`src/rtl/pwm_pair_pkg.sv`:
```
package pwm_pair_pkg;
  localparam int NCH    = 2;
  localparam int NREG   = 4;
  localparam int FLD_W  = 3;
  localparam int ADDR_W = FLD_W + 1;

  localparam int IDX_A = 0;
  localparam int IDX_B = 1;
  localparam int IDX_C = 2;
  localparam int IDX_D = 3;

  typedef enum logic [FLD_W-1:0] {
    F_MODE = 3'd0,
    F_CMPA = 3'd1,
    F_CMPB = 3'd2,
    F_CMPC = 3'd3,
    F_CMPD = 3'd4,
    F_FCLR = 3'd5
  } field_e;
endpackage

```
`src/rtl/pwm_pair_rst_sync.sv`:
```
module pwm_pair_rst_sync (
  input  logic clk,
  input  logic rst_n,
  output logic rst_sync_n
);
  logic [1:0] stage_q;

  always_ff @(posedge clk or negedge rst_n) begin
    if (!rst_n) stage_q <= 2'b00;
    else        stage_q <= {stage_q[0], 1'b1};
  end

  assign rst_sync_n = stage_q[1];
endmodule

```
`src/rtl/pwm_pair_cnt.sv`:
```
module pwm_pair_cnt #(
  parameter int CNT_W = 16
) (
  input  logic             clk,
  input  logic             rst_n,
  input  logic             run_i,
  input  logic [CNT_W-1:0] period_i,
  output logic [CNT_W-1:0] cnt_o,
  output logic             wrap_o
);
  logic [CNT_W-1:0] cnt_q, cnt_d;
  logic             cnt_en;

  assign wrap_o = run_i && (cnt_q == period_i);

  always_comb begin : cnt_next
    cnt_en = run_i;
    cnt_d  = wrap_o ? '0 : cnt_q + CNT_W'(1);
  end

  always_ff @(posedge clk or negedge rst_n) begin
    if (!rst_n)      cnt_q <= '0;
    else if (cnt_en) cnt_q <= cnt_d;
  end

  assign cnt_o = cnt_q;


  cnt_clear_chk: assert property (@(posedge clk) disable iff (!rst_n)
    wrap_o |=> (cnt_q == '0));

  cnt_step_chk: assert property (@(posedge clk) disable iff (!rst_n)
    (run_i && !wrap_o) |=> (cnt_q == $past(cnt_q) + CNT_W'(1)));

  cnt_hold_chk: assert property (@(posedge clk) disable iff (!rst_n)
    !run_i |=> $stable(cnt_q));
endmodule

```
`src/rtl/pwm_pair_chan.sv`:
```
module pwm_pair_chan
  import pwm_pair_pkg::*;
#(
  parameter int CNT_W    = 16,
  parameter bit IS_SLAVE = 1'b0
) (
  input  logic             clk,
  input  logic             rst_n,
  input  logic             run_i,
  input  logic             wrap_i,
  input  logic             buf_ac_i,
  input  logic             buf_bd_i,
  input  logic             wr_sel_i,
  input  field_e           wr_field_i,
  input  logic [CNT_W-1:0] wr_data_i,
  input  logic [CNT_W-1:0] cnt_i,
  output logic [1:0]       mode_o,
  output logic [CNT_W-1:0] cmp_a_o,
  output logic [NREG-1:0]  flag_o,
  output logic [NREG-1:0]  pwm_o
);
  logic [CNT_W-1:0] cmp_q [NREG];
  logic [CNT_W-1:0] cmp_d [NREG];
  logic [NREG-1:0]  cmp_en;
  logic [1:0]       mode_q, mode_d;
  logic             mode_en;
  logic [NREG-1:0]  flag_q, flag_d, set_v, clr_v;
  logic             flag_en;
  logic [NREG-1:0]  pwm_q, pwm_d;
  logic [NREG-1:0]  hit, is_buf, kill;
  logic             slave_c_off;
  logic             wr_a;

  assign wr_a = wr_sel_i && (wr_field_i == F_CMPA);

  generate
    if (IS_SLAVE) begin : g_slave
      assign slave_c_off = mode_q[0];
    end else begin : g_master
      assign slave_c_off = 1'b0;
    end
  endgenerate

  // compare registers: transfer first, direct write overrides
  always_comb begin : cmp_next
    for (int k = 0; k < NREG; k++) begin
      cmp_d[k]  = cmp_q[k];
      cmp_en[k] = 1'b0;
    end
    if (wrap_i && buf_ac_i) begin
      cmp_d[IDX_A]  = cmp_q[IDX_C];
      cmp_en[IDX_A] = 1'b1;
    end
    if (wrap_i && buf_bd_i) begin
      cmp_d[IDX_B]  = cmp_q[IDX_D];
      cmp_en[IDX_B] = 1'b1;
    end
    if (wr_sel_i) begin
      case (wr_field_i)
        F_CMPA: begin cmp_d[IDX_A] = wr_data_i; cmp_en[IDX_A] = 1'b1; end
        F_CMPB: begin cmp_d[IDX_B] = wr_data_i; cmp_en[IDX_B] = 1'b1; end
        F_CMPC: begin cmp_d[IDX_C] = wr_data_i; cmp_en[IDX_C] = 1'b1; end
        F_CMPD: begin cmp_d[IDX_D] = wr_data_i; cmp_en[IDX_D] = 1'b1; end
        default: ;
      endcase
    end
  end

  always_ff @(posedge clk or negedge rst_n) begin
    if (!rst_n) begin
      for (int k = 0; k < NREG; k++) cmp_q[k] <= '0;
    end else begin
      for (int k = 0; k < NREG; k++)
        if (cmp_en[k]) cmp_q[k] <= cmp_d[k];
    end
  end

  always_comb begin : mode_next
    mode_en = wr_sel_i && (wr_field_i == F_MODE);
    mode_d  = wr_data_i[1:0];
  end

  always_ff @(posedge clk or negedge rst_n) begin
    if (!rst_n)       mode_q <= '0;
    else if (mode_en) mode_q <= mode_d;
  end

  // matches, flags and pins
  always_comb begin : evt_next
    for (int k = 0; k < NREG; k++)
      hit[k] = run_i && (cnt_i == cmp_q[k]);
    is_buf        = '0;
    is_buf[IDX_C] = buf_ac_i;
    is_buf[IDX_D] = buf_bd_i;
    kill          = is_buf;
    kill[IDX_C]   = is_buf[IDX_C] | slave_c_off;
    set_v   = hit & ~is_buf;
    clr_v   = (wr_sel_i && (wr_field_i == F_FCLR)) ? ~wr_data_i[NREG-1:0] : '0;
    flag_d  = (flag_q & ~clr_v) | set_v;
    flag_en = (|set_v) | (|clr_v);
    for (int k = 0; k < NREG; k++) begin
      if (kill[k])                 pwm_d[k] = 1'b0;
      else if (cmp_q[k] == '0)     pwm_d[k] = 1'b0;
      else if (wrap_i)             pwm_d[k] = 1'b1;
      else if (hit[k])             pwm_d[k] = 1'b0;
      else                         pwm_d[k] = pwm_q[k];
    end
  end

  always_ff @(posedge clk or negedge rst_n) begin
    if (!rst_n)       flag_q <= '0;
    else if (flag_en) flag_q <= flag_d;
  end

  always_ff @(posedge clk or negedge rst_n) begin
    if (!rst_n) pwm_q <= '0;
    else        pwm_q <= pwm_d;
  end

  assign mode_o  = mode_q;
  assign cmp_a_o = cmp_q[IDX_A];
  assign flag_o  = flag_q;
  assign pwm_o   = pwm_q;


  buf_c_quiet_chk: assert property (@(posedge clk) disable iff (!rst_n)
    (buf_ac_i && !flag_q[IDX_C]) |=> !flag_q[IDX_C]);

  buf_d_quiet_chk: assert property (@(posedge clk) disable iff (!rst_n)
    (buf_bd_i && !flag_q[IDX_D]) |=> !flag_q[IDX_D]);

  xfer_a_chk: assert property (@(posedge clk) disable iff (!rst_n)
    (wrap_i && buf_ac_i && !wr_a) |=> (cmp_q[IDX_A] == $past(cmp_q[IDX_C])));

  hold_a_chk: assert property (@(posedge clk) disable iff (!rst_n)
    (!wrap_i && !wr_a) |=> $stable(cmp_q[IDX_A]));

  flag_sticky_chk: assert property (@(posedge clk) disable iff (!rst_n)
    (flag_q[IDX_B] && !clr_v[IDX_B]) |=> flag_q[IDX_B]);

  c_pin_off_chk: assert property (@(posedge clk) disable iff (!rst_n)
    kill[IDX_C] |=> !pwm_q[IDX_C]);

  zero_low_chk: assert property (@(posedge clk) disable iff (!rst_n)
    (cmp_q[IDX_B] == '0) |=> !pwm_q[IDX_B]);
endmodule

```
`src/rtl/pwm_pair_buf.sv`:
```
module pwm_pair_buf
  import pwm_pair_pkg::*;
#(
  parameter int CNT_W = 16
) (
  input  logic                 clk,
  input  logic                 rst_n,
  input  logic                 run_i,
  input  logic                 wr_en_i,
  input  logic [ADDR_W-1:0]    wr_addr_i,
  input  logic [CNT_W-1:0]     wr_data_i,
  output logic [CNT_W-1:0]     cnt_o,
  output logic [NCH*NREG-1:0]  flag_o,
  output logic [NCH*NREG-1:0]  pwm_o
);
  logic             rst_int_n;
  logic             wrap;
  field_e           fld;
  logic [CNT_W-1:0] cnt;
  logic [1:0]       mode_w  [NCH];
  logic [CNT_W-1:0] cmpa_w  [NCH];
  logic [NCH-1:0]   ch_sel;
  logic [CNT_W+1:0] spare_unused;

  pwm_pair_rst_sync u_rst (
    .clk        (clk),
    .rst_n      (rst_n),
    .rst_sync_n (rst_int_n)
  );

  assign fld = field_e'(wr_addr_i[FLD_W-1:0]);

  pwm_pair_cnt #(.CNT_W(CNT_W)) u_cnt (
    .clk      (clk),
    .rst_n    (rst_int_n),
    .run_i    (run_i),
    .period_i (cmpa_w[0]),
    .cnt_o    (cnt),
    .wrap_o   (wrap)
  );

  generate
    for (genvar g = 0; g < NCH; g++) begin : g_ch
      assign ch_sel[g] = wr_en_i && (wr_addr_i[ADDR_W-1] == g[0]);
      pwm_pair_chan #(.CNT_W(CNT_W), .IS_SLAVE(g != 0)) u_chan (
        .clk        (clk),
        .rst_n      (rst_int_n),
        .run_i      (run_i),
        .wrap_i     (wrap),
        .buf_ac_i   (mode_w[0][0]),
        .buf_bd_i   (mode_w[0][1]),
        .wr_sel_i   (ch_sel[g]),
        .wr_field_i (fld),
        .wr_data_i  (wr_data_i),
        .cnt_i      (cnt),
        .mode_o     (mode_w[g]),
        .cmp_a_o    (cmpa_w[g]),
        .flag_o     (flag_o[g*NREG +: NREG]),
        .pwm_o      (pwm_o[g*NREG +: NREG])
      );
    end
  endgenerate

  assign spare_unused = {mode_w[1], cmpa_w[1]};
  assign cnt_o        = cnt;


  one_chan_sel_chk: assert property (@(posedge clk) disable iff (!rst_int_n)
    $onehot0(ch_sel));
endmodule

```
`config.mk`:
```
export PLATFORM = sky130hd
export DESIGN_NAME = pwm_pair_buf
export DESIGN_NICKNAME = d
export VERILOG_FILES = /design/src/rtl/pwm_pair_pkg.sv /design/src/rtl/pwm_pair_rst_sync.sv /design/src/rtl/pwm_pair_cnt.sv /design/src/rtl/pwm_pair_chan.sv /design/src/rtl/pwm_pair_buf.sv
export SDC_FILE = /design/constraint.sdc
export NUM_CORES = 1
export LEC_CHECK = 0
export ABC_AREA = 1
export BUFFER_PORTS_ARGS = -buffer_cell sky130_fd_sc_hd__buf_4
export CORE_ASPECT_RATIO = 1.2
export CORE_UTILIZATION = 63
export DETAILED_ROUTE_END_ITERATION = 10
export PLACE_DENSITY = 0.8
export SLEW_MARGIN = 20
export SYNTH_ARGS = -nofsm -noshare
export SYNTH_HDL_FRONTEND = slang
export SYNTH_SLANG_ARGS = --single-unit
export TNS_END_PERCENT = 5
```
`constraint.sdc`:
```
create_clock -name clk -period 10.5 [get_ports clk]
set_clock_uncertainty 0.2 [all_clocks]
set_input_delay 3.15 -clock clk [delete_from_list [all_inputs] [get_ports clk]]
set_output_delay 3.15 -clock clk [all_outputs]
set_load 0.02 [all_outputs]
```
==> results of run 1 <==
## state kept, by name, summed over array words and instances (netlist names)
| register | count |
|---|---|
| g_ch.u_chan.cmp_a_o | 32 |
| g_ch.u_chan.cmp_q | 96 |
| g_ch.u_chan.flag_o | 8 |
| g_ch.u_chan.mode_o | 3 |
| g_ch.u_chan.pwm_o | 8 |
| u_cnt.cnt_o | 16 |
| u_rst.stage_q | 2 |
## worst max-delay path, stage by stage
cell and delay [ns]:
buf_4 0.14, nor3_1 0.28, nand2_1 0.66, o21ai_0 0.70
inv_1 0.08, nand2_1 0.07, o21ai_0 0.09
## power breakdown
part	leakage, nW	switching (mW)	total [mW]	internal (mW)
sequential	2.05	0.187	0.961	0.774
combinational	3.44	0.622	0.937	0.314
clock	0.296	0.266	0.670	0.404
total	5.79	1.08	2.57	1.49
## kinds of logic (layout without fill, tap and decap cells)
family	Yosys count	after routing	synth area share (%)
buffers and inverters	276	315	11.5
and+or+nand+nor	575	575	25.7
other	1	1	0.0385
muxes	29	29	2.98
DFF	165	165	42.4
AOI/OAI and AO/OA	239	239	12.6
xor gates and xnor gates	50	50	4.50
adders and majority gates	1	1	0.129
## cell type report
class / instances / area share, %
clock buffer: 20 / 4.14
sequential: 165 / 38.3
inverter: 219 / 7.61
multi-input combinational: 895 / 41.5
timing repair buffer: 64 / 4.45
tap: 204 / 2.36
clock inverter: 12 / 1.66
## per-layer routing
metal / vias up / GRT usage (%)
li1: 4330 / -
met1: 4409 / 57.5
met2: 618 / 64.8
met3: 187 / 11.3
met4: 0 / 30.8
met5: - / 0
## layout by cell type (no fill, tap or decap), types with 2 or more instances in the layout
cell / Yosys / layout
a21oi_1: 16 / 16
buf_4: 10 / 64
bufinv_16: 0 / 4
clkbuf_1: 26 / 2
clkbuf_16: 0 / 17
clkinv_2: 0 / 2
clkinv_4: 0 / 3
clkinvlp_4: 0 / 3
dfrtp_1: 165 / 164
inv_1: 211 / 211
inv_2: 8 / 8
mux2i_1: 29 / 29
nand2_1: 350 / 348
nand2_2: 2 / 4
nand2_4: 2 / 2
nand3_1: 48 / 48
nand3b_1: 4 / 4
nand4_1: 40 / 40
nand4_4: 2 / 2
nor2_1: 75 / 75
nor2_4: 2 / 2
nor3_1: 23 / 23
nor4_1: 21 / 21
o211ai_1: 3 / 3
o21ai_0: 181 / 181
o21ai_1: 24 / 24
o22ai_1: 13 / 13
or2_2: 4 / 4
xnor2_1: 28 / 28
xor2_1: 22 / 22
## how the worst max path moves through the flow
| stage | start | endpoint | slack (ns) | depth (start not counted) |
|---|---|---|---|---|
| floorplan | u_rst.stage_q[1] | g_ch[0].u_chan.cmp_a_o[0] | 5.36 | 0 |
| global placement | wr_addr_i[3] | g_ch[0].u_chan.cmp_a_o[11] | 5.04 | 7 |
| detailed placement | wr_addr_i[3] | g_ch[0].u_chan.cmp_a_o[11] | 5.09 | 7 |
| CTS | wr_addr_i[3] | g_ch[0].u_chan.cmp_a_o[12] | 5.52 | 6 |
| global route | wr_addr_i[3] | g_ch[0].u_chan.cmp_a_o[11] | 5.16 | 7 |
| finish | wr_addr_i[2] | g_ch[0].u_chan.cmp_a_o[11] | 5.43 | 7 |
## stage by stage
stage               instances  util (%)  cell area, sq um
floorplan                1336         -              9730
global placement         1547      67.7             10200
detailed placement       1547      67.7             10200
CTS                      1579      71.8             10800
global route             1579      71.9             10800
finish                   1579      71.9             10800
==> impl_metrics.py, run 1 <==
metrics = {
    "routing": {
        "post_drt_wl_per_cell_microns": 21.3,
        "vias": 9544,
        "routed_via_density": 6.04,
        "routed_wl_microns": 33600,
        "wl_met1_microns": 12500,
        "antenna_left": 0,
        "drt_pass1_iterations": 6,
        "drt_drc_violations_left": 0,
        "drtIter0Drc": 1120,
        "dr_wl_met2_microns": 14500,
        "routed-wl-met3_microns": 3970,
        "maxUsedRoutingLayer": "met4",
    },
    "grt": {
        "antenna_found_initial": 0,
        "track_usage_pct": 44.4,
        "grt_pass1_vias": 9026,
        "gr-total-overflow": 0,
        "grt_pass1_wl_microns": 51300,
        "grt_max_degree": 73,
    },
    "yosys": {
        "ys_top_cells_by_area": "dfrtp_1, nand2_1, o21ai_0, inv_1, mux2i_1",
        "synth.top_cell.area_share_pct": 42.4,
        "ys_seq_elements": 165,
        "synth_edf_count": 0,
        "synthDistinctLibCells": 34,
        "synth_flop_cell": "dfrtp_1",
        "synth_nets": 1361,
        "avgSynthCellArea_sq_um": 7.28,
        "synth_top_cells_by_count": "nand2_1, inv_1, o21ai_0",
        "async_flop_share_pct": 100,
        "yosys.area.top_type": "dfrtp_1",
        "syn_area_sq_mm": 0.00973,
        "synthCells": 1336,
        "yosysSeqAreaShare_pct": 42.4,
        "yosys.cell_count.top_type": "nand2_1",
        "yosysWarnings": 0,
    },
    "setup_path": {
        "r2r_start": "u_cnt.cnt_o[9]",
        "r2r_end": "g_ch[0].u_chan.cmp_a_o[12]",
        "worstPathArrival_ns": 5.17,
        "worstPathMaxFanout": 24,
        "reg2reg_depth": 8,
        "end_kind": "flop",
        "worst_ep_required_time_ns": 10.60,
        "r2r_slack_ns": 7.29,
        "crit_path_start_kind": "input pin",
        "criticalPathCategory": "input pin to flop",
    },
    "cts": {
        "clockRootBuffer": "clkbuf_16",
        "cts_tree": "built",
        "path_clk_slew_ns": 0.07,
        "cts_resized": 0,
        "clk_latency_ns": 0.44,
        "post_cts_buffers": 0,
        "cts_made_buffers": 17,
        "htree_levels": 4,
        "clockBufferDepth": 2,
        "cts_num_sinks": 165,
        "holdBufCountCts": 0,
    },
    "layout": {
        "multi_input_area_sq_mm": 0.00448,
        "nFillCells": 1275,
        "seq_area_sq_mm": 0.00413,
        "final_nets": 1387,
        "drive_gt1_share_pct": 8.65,
        "syn_to_final_growth_pct": 11.0,
        "antennaDiodeCount": 0,
    },
    "pwr": {
        "p_total_mw": 2.57,
        "power_density_mw_per_mm2": 238,
        "ir_drop_mv": 0.130,
        "leakage_nw": 5.79,
    },
    "die": {
        "die_h_microns": 138,
        "die_area_sq_mm": 0.0159,
        "num_io_pins": 56,
        "core_area_sq_mm": 0.0150,
        "die_w_microns": 115,
        "initial_core_util_pct": 64.8,
        "num_rows": 49,
    },
    "flow_run": {
        "maxCapViolations": 0,
    },
    "outcome": {
        "status": "completed",
    },
    "sta": {
        "hold_ws_ns": 0.152,
        "hold_viol": 0,
        "relSlewSlack_pct": 28.9,
        "drv_slew": 0,
        "finalCritPeriodShare_pct": 48.3,
        "tns_ns": 0,
        "fin_ws_ns": 5.43,
        "fmax_mhz": 197,
        "layout_min_cycle_time_ns": 5.07,
        "setup_viol": 0,
        "rsz0062_at_grt": "false",
        "worst_pin_slew_ns": 1.06,
    },
    "place": {
        "place_ws_ns": 5.09,
        "dpl.hpwl_microns": 22800,
        "port_buffers": 55,
        "gp_congestion": 0.999,
    },
    "worst_hold_path": {
        "hold_class": "flop to async pin",
    },
}
Note: power is estimated with default switching activity, not from simulation.
==> run 2, diff against run 1 <==
--- a/config.mk
+++ b/config.mk
@@ -8,9 +8,9 @@
 export ABC_AREA = 1
 export BUFFER_PORTS_ARGS = -buffer_cell sky130_fd_sc_hd__buf_4
 export CORE_ASPECT_RATIO = 1.2
-export CORE_UTILIZATION = 63
+export CORE_UTILIZATION = 56
 export DETAILED_ROUTE_END_ITERATION = 10
-export PLACE_DENSITY = 0.8
+export PLACE_DENSITY = 0.75
 export SLEW_MARGIN = 20
 export SYNTH_ARGS = -nofsm -noshare
 export SYNTH_HDL_FRONTEND = slang
==> constraint.sdc (replaced) <==
create_clock -name clk -period 4.6 [get_ports clk]
set_clock_uncertainty 0.2 [all_clocks]
set_input_delay 1.38 -clock clk [delete_from_list [all_inputs] [get_ports clk]]
set_output_delay 1.38 -clock clk [all_outputs]
set_load 0.02 [all_outputs]
==> run 2 against run 1 <==
Against the previous run: register-to-register slack lost 5.9 ns; via count grew 0.20%; flip-flop and latch count is the same; cell count grew 0.95%.
==> impl_metrics.py, run 2 (synthesis results as in run 1) <==
metrics = {
    "grt": {
        "track_usage_pct": 38.5,
        "gr-total-overflow": 0,
        "antenna_found_initial": 0,
        "grt_pass1_vias": 8897,
        "grt_pass1_wl_microns": 50500,
        "grt_max_degree": 87,
    },
    "die": {
        "initial_core_util_pct": 57.5,
        "die_h_microns": 146,
        "core_area_sq_mm": 0.0169,
        "die_w_microns": 122,
        "num_io_pins": 56,
        "num_rows": 52,
        "die_area_sq_mm": 0.0179,
    },
    "layout": {
        "final_nets": 1390,
        "drive_gt1_share_pct": 8.78,
        "nFillCells": 1517,
        "largest_reg_flops": 96,
        "syn_to_final_growth_pct": 11.6,
        "final_cell_mix": "nand2_1, inv_1, o21ai_0, dfrtp_1, nor2_1",
        "final_common_cell": "nand2_1",
        "antennaDiodeCount": 0,
        "top_register": "g_ch.u_chan.cmp_q",
        "final_core_util_pct": 64.2,
    },
    "place": {
        "place_ws_ns": 1.21,
        "dpl.hpwl_microns": 22600,
        "port_buffers": 55,
        "gp_congestion": 0.994,
    },
    "routing": {
        "antenna_left": 0,
        "routed_via_density": 6.00,
        "drtIter0Drc": 1090,
        "routed_wl_microns": 32900,
        "drt_pass1_iterations": 6,
        "post_drt_wl_per_cell_microns": 20.6,
        "drt_drc_violations_left": 0,
        "vias": 9563,
    },
    "sta": {
        "layout_min_cycle_time_ns": 3.32,
        "finalCritPeriodShare_pct": 72.2,
        "setup_viol": 0,
        "worst_pin_slew_ns": 1.05,
        "rsz0062_at_grt": "false",
        "tns_ns": 0,
        "fin_ws_ns": 1.28,
        "fmax_mhz": 301,
        "hold_viol": 0,
        "drv_slew": 0,
        "relSlewSlack_pct": 29.6,
    },
    "cts": {
        "post_cts_buffers": 0,
        "clk_latency_ns": 0.44,
        "clockRootBuffer": "clkbuf_16",
        "holdBufCountCts": 0,
        "cts_resized": 0,
        "cts_tree": "built",
        "cts_num_sinks": 165,
        "cts_made_buffers": 17,
        "htree_levels": 4,
        "path_clk_slew_ns": 0.07,
        "clockBufferDepth": 2,
    },
    "outcome": {
        "status": "completed",
    },
    "setup_path": {
        "cp_top_family": "flip-flops",
        "cp_num_buf_inv": 1,
        "r2r_slack_ns": 1.41,
        "critPathSlowestCell": "dfrtp_1",
        "max_stage_delay_ns": 1.02,
        "r2r_start": "u_cnt.cnt_o[10]",
        "worst_ep_required_time_ns": 3.02,
        "reg2reg_depth": 9,
        "criticalPathCategory": "flop to primary output",
        "cp.depth": 1,
        "worstPathMaxFanout": 13,
        "r2r_end": "u_cnt.cnt_o[1]",
        "cp-startpoint": "u_cnt.cnt_o[12]",
        "worstPathArrival_ns": 1.74,
        "end_kind": "primary output",
        "crit_end": "cnt_o[12]",
        "crit_path_start_kind": "flop",
        "path_cells": "buf_4",
    },
    "flow_run": {
        "maxCapViolations": 0,
    },
    "pwr": {
        "ir_drop_mv": 0.323,
        "leakage_nw": 5.81,
        "power_density_mw_per_mm2": 538,
    },
    "worst_hold_path": {
        "hold_class": "flop to async pin",
    },
}
## run 2: changes by cell type in the layout (fill, tap and decap cells not counted)
cell      before  now
clkbuf_1       2    1
clkinv_4       3    2
nand2_2        4    2
clkinv_2       2    0
buf_12         0    1
buf_4         64   66
nand2_1      348  350
inv_6          0    4
## run 2: worst min-delay path by stage
stage / startpoint / end / slack [ns]
2_1_floorplan: u_rst.stage_q[0] / u_rst.stage_q[1] / 0.13
3_3_place_gp: u_rst.stage_q[0] / u_rst.stage_q[1] / 0.14
3_5_place_dp: u_rst.stage_q[0] / u_rst.stage_q[1] / 0.14
4_1_cts: u_rst.stage_q[1] / g_ch[0].u_chan.pwm_o[2] / 0.16
5_1_grt: u_rst.stage_q[0] / u_rst.stage_q[1] / 0.16
6_report: u_rst.stage_q[1] / g_ch[0].u_chan.pwm_o[2] / 0.14
## run 2: layout make-up
cell class / count / area, sq um / area share (%)
clock buffers: 19 / 443 / 4.08
clock inverters: 13 / 195 / 1.80
inverters: 219 / 822 / 7.57
multi-input cells: 895 / 4480 / 41.2
flip-flops and latches: 165 / 4130 / 38.1
well taps: 216 / 270 / 2.49
repair buffers: 67 / 515 / 4.75
## run 2: where the power goes
group	switching [mW]	internal [mW]	total, mW
registers	0.540	1.76	2.30
logic	1.27	0.706	1.98
clock network	0.624	0.932	1.56
total	2.44	3.40	5.84
## run 2: through the flow
| step | hold WS, ns | instances | total power [mW] | instance area, sq um |
|---|---|---|---|---|
| final | 0.138 | 1594 | 5.84 | 10900 |
| after global placement | 0.138 | 1562 | 4.16 | 10200 |
| after floorplan | 0.131 | 1336 | 3.48 | 9730 |
| after CTS | 0.155 | 1594 | 5.76 | 10900 |
| after detailed placement | 0.140 | 1562 | 4.20 | 10200 |
| after global routing | 0.158 | 1594 | 6.13 | 10900 |
## run 2: per-layer routing
layer | GRT usage (%) | wire, microns | vias to the layer above | part of all wire (%)
met5 | 0 | 0 | - | 0
li1 | - | - | 4334 | -
met1 | 50.8 | 12600 | 4486 | 38
met4 | 23.0 | 2070 | 0 | 6.3
met3 | 7.50 | 3440 | 144 | 10
met2 | 58.1 | 14800 | 599 | 45
==> run 3, diff against run 2 <==
==> constraint.sdc (replaced) <==
create_clock -name clk -period 3.04 [get_ports clk]
set_clock_uncertainty 0.2 [all_clocks]
set_input_delay 0.912 -clock clk [delete_from_list [all_inputs] [get_ports clk]]
set_output_delay 0.912 -clock clk [all_outputs]
set_load 0.02 [all_outputs]
==> run 3 against run 2 <==
Against the previous run: register-to-register slack got worse by 0.97 ns; largest power group is now combinational logic; sequential power up 43%; via count is 0.17% higher; cell area rose by 1.8%; cell count is 1.6% higher; total power up 52%; utilization is 1.1 points higher; global-route usage increased by 1.3 points; critical path type unchanged; combinational power rose by 68%.
==> impl_metrics.py, run 3 (synthesis results as in run 1) <==
metrics = {
    "outcome": {
        "status": "completed",
    },
    "place": {
        "place_area_sq_mm": 0.0104,
        "dpl.hpwl_microns": 24400,
        "gp_congestion": 0.996,
        "port_buffers": 55,
    },
    "sta": {
        "finalCritPeriodShare_pct": 88.9,
        "fmax_mhz": 370,
        "hold_viol": 0,
        "rsz0062_at_grt": "false",
        "setup_viol": 0,
        "relSlewSlack_pct": 59.4,
        "worst_pin_slew_ns": 0.609,
        "tns_ns": 0,
        "drv_slew": 0,
        "layout_min_cycle_time_ns": 2.70,
    },
    "layout": {
        "syn_to_final_growth_pct": 13.5,
        "drive_gt1_share_pct": 10.4,
        "top_register": "g_ch.u_chan.cmp_q",
        "final_cell_mix": "nand2_1, inv_1, o21ai_0, dfrtp_1, buf_4",
        "design_area_sq_mm": 0.0110,
        "final_nets": 1414,
        "largest_reg_flops": 96,
        "final_common_cell": "nand2_1",
    },
    "cts": {
        "cts_made_buffers": 17,
        "cts_tree": "built",
        "clk_latency_ns": 0.44,
        "htree_levels": 4,
        "cts_num_sinks": 165,
        "clockRootBuffer": "clkbuf_16",
        "cts_resized": 0,
        "post_cts_buffers": 0,
        "holdBufCountCts": 0,
        "clockBufferDepth": 2,
        "path_clk_slew_ns": 0.07,
    },
    "routing": {
        "drtIter0Drc": 1102,
        "routed_via_density": 5.92,
        "post_drt_wl_per_cell_microns": 21.0,
        "vias": 9579,
        "antenna_left": 0,
        "drt_pass1_iterations": 6,
        "drt_drc_violations_left": 0,
        "routed_wl_microns": 34000,
    },
    "setup_path": {
        "worst_ep_required_time_ns": 1.93,
        "crit_path_start_kind": "flop",
        "criticalPathCategory": "flop to primary output",
        "end_kind": "primary output",
        "worstPathArrival_ns": 1.59,
        "r2r_slack_ns": 0.44,
        "worstPathMaxFanout": 7,
    },
    "grt": {
        "grt.met2_usage_pct": 60.0,
        "grt_pass1_wl_microns": 51600,
        "gr-total-overflow": 0,
        "grt_most_used_layer": "met2",
        "grt_max_degree": 54,
        "grt_pass1_vias": 8957,
        "antenna_found_initial": 0,
        "grt_use_met3_pct": 8.28,
        "track_usage_pct": 39.8,
        "use_met1_pct": 52.2,
    },
    "die": {
        "initial_core_util_pct": 57.5,
        "die_h_microns": 146,
        "die_area_sq_mm": 0.0179,
        "num_rows": 52,
        "die_w_microns": 122,
        "core_area_sq_mm": 0.0169,
        "num_io_pins": 56,
    },
    "pwr": {
        "power_density_mw_per_mm2": 806,
        "ir_drop_mv": 0.444,
        "leakage_nw": 5.93,
    },
    "flow_run": {
        "maxCapViolations": 0,
    },
    "worst_hold_path": {
        "hold_class": "input pin to async pin",
    },
}
==> run 3: per-stage QoR <==
| stage | power, mW | util [%] | cells | hold WS (ns) | setup slack (ns) |
|---|---|---|---|---|---|
| 3_3_place_gp | 6.47 | 61.6 | 1586 | 0.136 | 0.452 |
| 2_1_floorplan | 5.27 | - | 1336 | 0.131 | 0.110 |
| 6_report | 8.90 | 65.3 | 1619 | 0.0424 | 0.337 |
| 3_5_place_dp | 6.52 | 61.6 | 1586 | 0.140 | 0.365 |
| 4_1_cts | 8.81 | 65.3 | 1618 | 0.0332 | 0.373 |
| 5_1_grt | 9.35 | 65.3 | 1618 | 0.0300 | 0.298 |
==> run 3: report_power, final <==
group	switching (mW)	total (mW)	internal, mW
Combinational	2.15	3.32	1.16
Sequential	0.622	3.29	2.67
Clock	0.938	2.29	1.35
Total	3.71	8.90	5.18
==> run 3: critical path, stage by stage, from the launching register on <==
cell	delay [ns]
dfrtp_1	0.70
buf_4	0.29
buf_4	0.16
==> run 3: final timing paths <==
kind,start,end,cells past startpoint
setup reg to reg,u_cnt.cnt_o[9],g_ch[0].u_chan.cmp_a_o[6],8
max in group asynchronous,u_rst.stage_q[1],g_ch[1].u_chan.cmp_q[40],1
hold reg to reg,u_rst.stage_q[1],g_ch[0].u_chan.cmp_q[26],0
min in group clk,u_rst.stage_q[0],u_rst.stage_q[1],0
setup / recovery,u_cnt.cnt_o[15],cnt_o[15],2
hold / removal,rst_n,u_rst.stage_q[1],1
==> run 3: layer usage <==
layer / vias to the layer above / share of wire [%]
met5: - / 0
met4: 0 / 6.6
met3: 143 / 11
met2: 587 / 45
met1: 4473 / 38
li1: 4376 / -
==> run 3: final cells by class <==
cell class	count	area, sq um
Fill cell	1539	5870
Multi-Input combinational cell	895	4480
Sequential cell	165	4130
Inverter	219	822
Timing Repair Buffer	91	721
Clock buffer	19	453
Tap cell	216	270
Clock inverter	13	168
Antenna cell	1	2.50
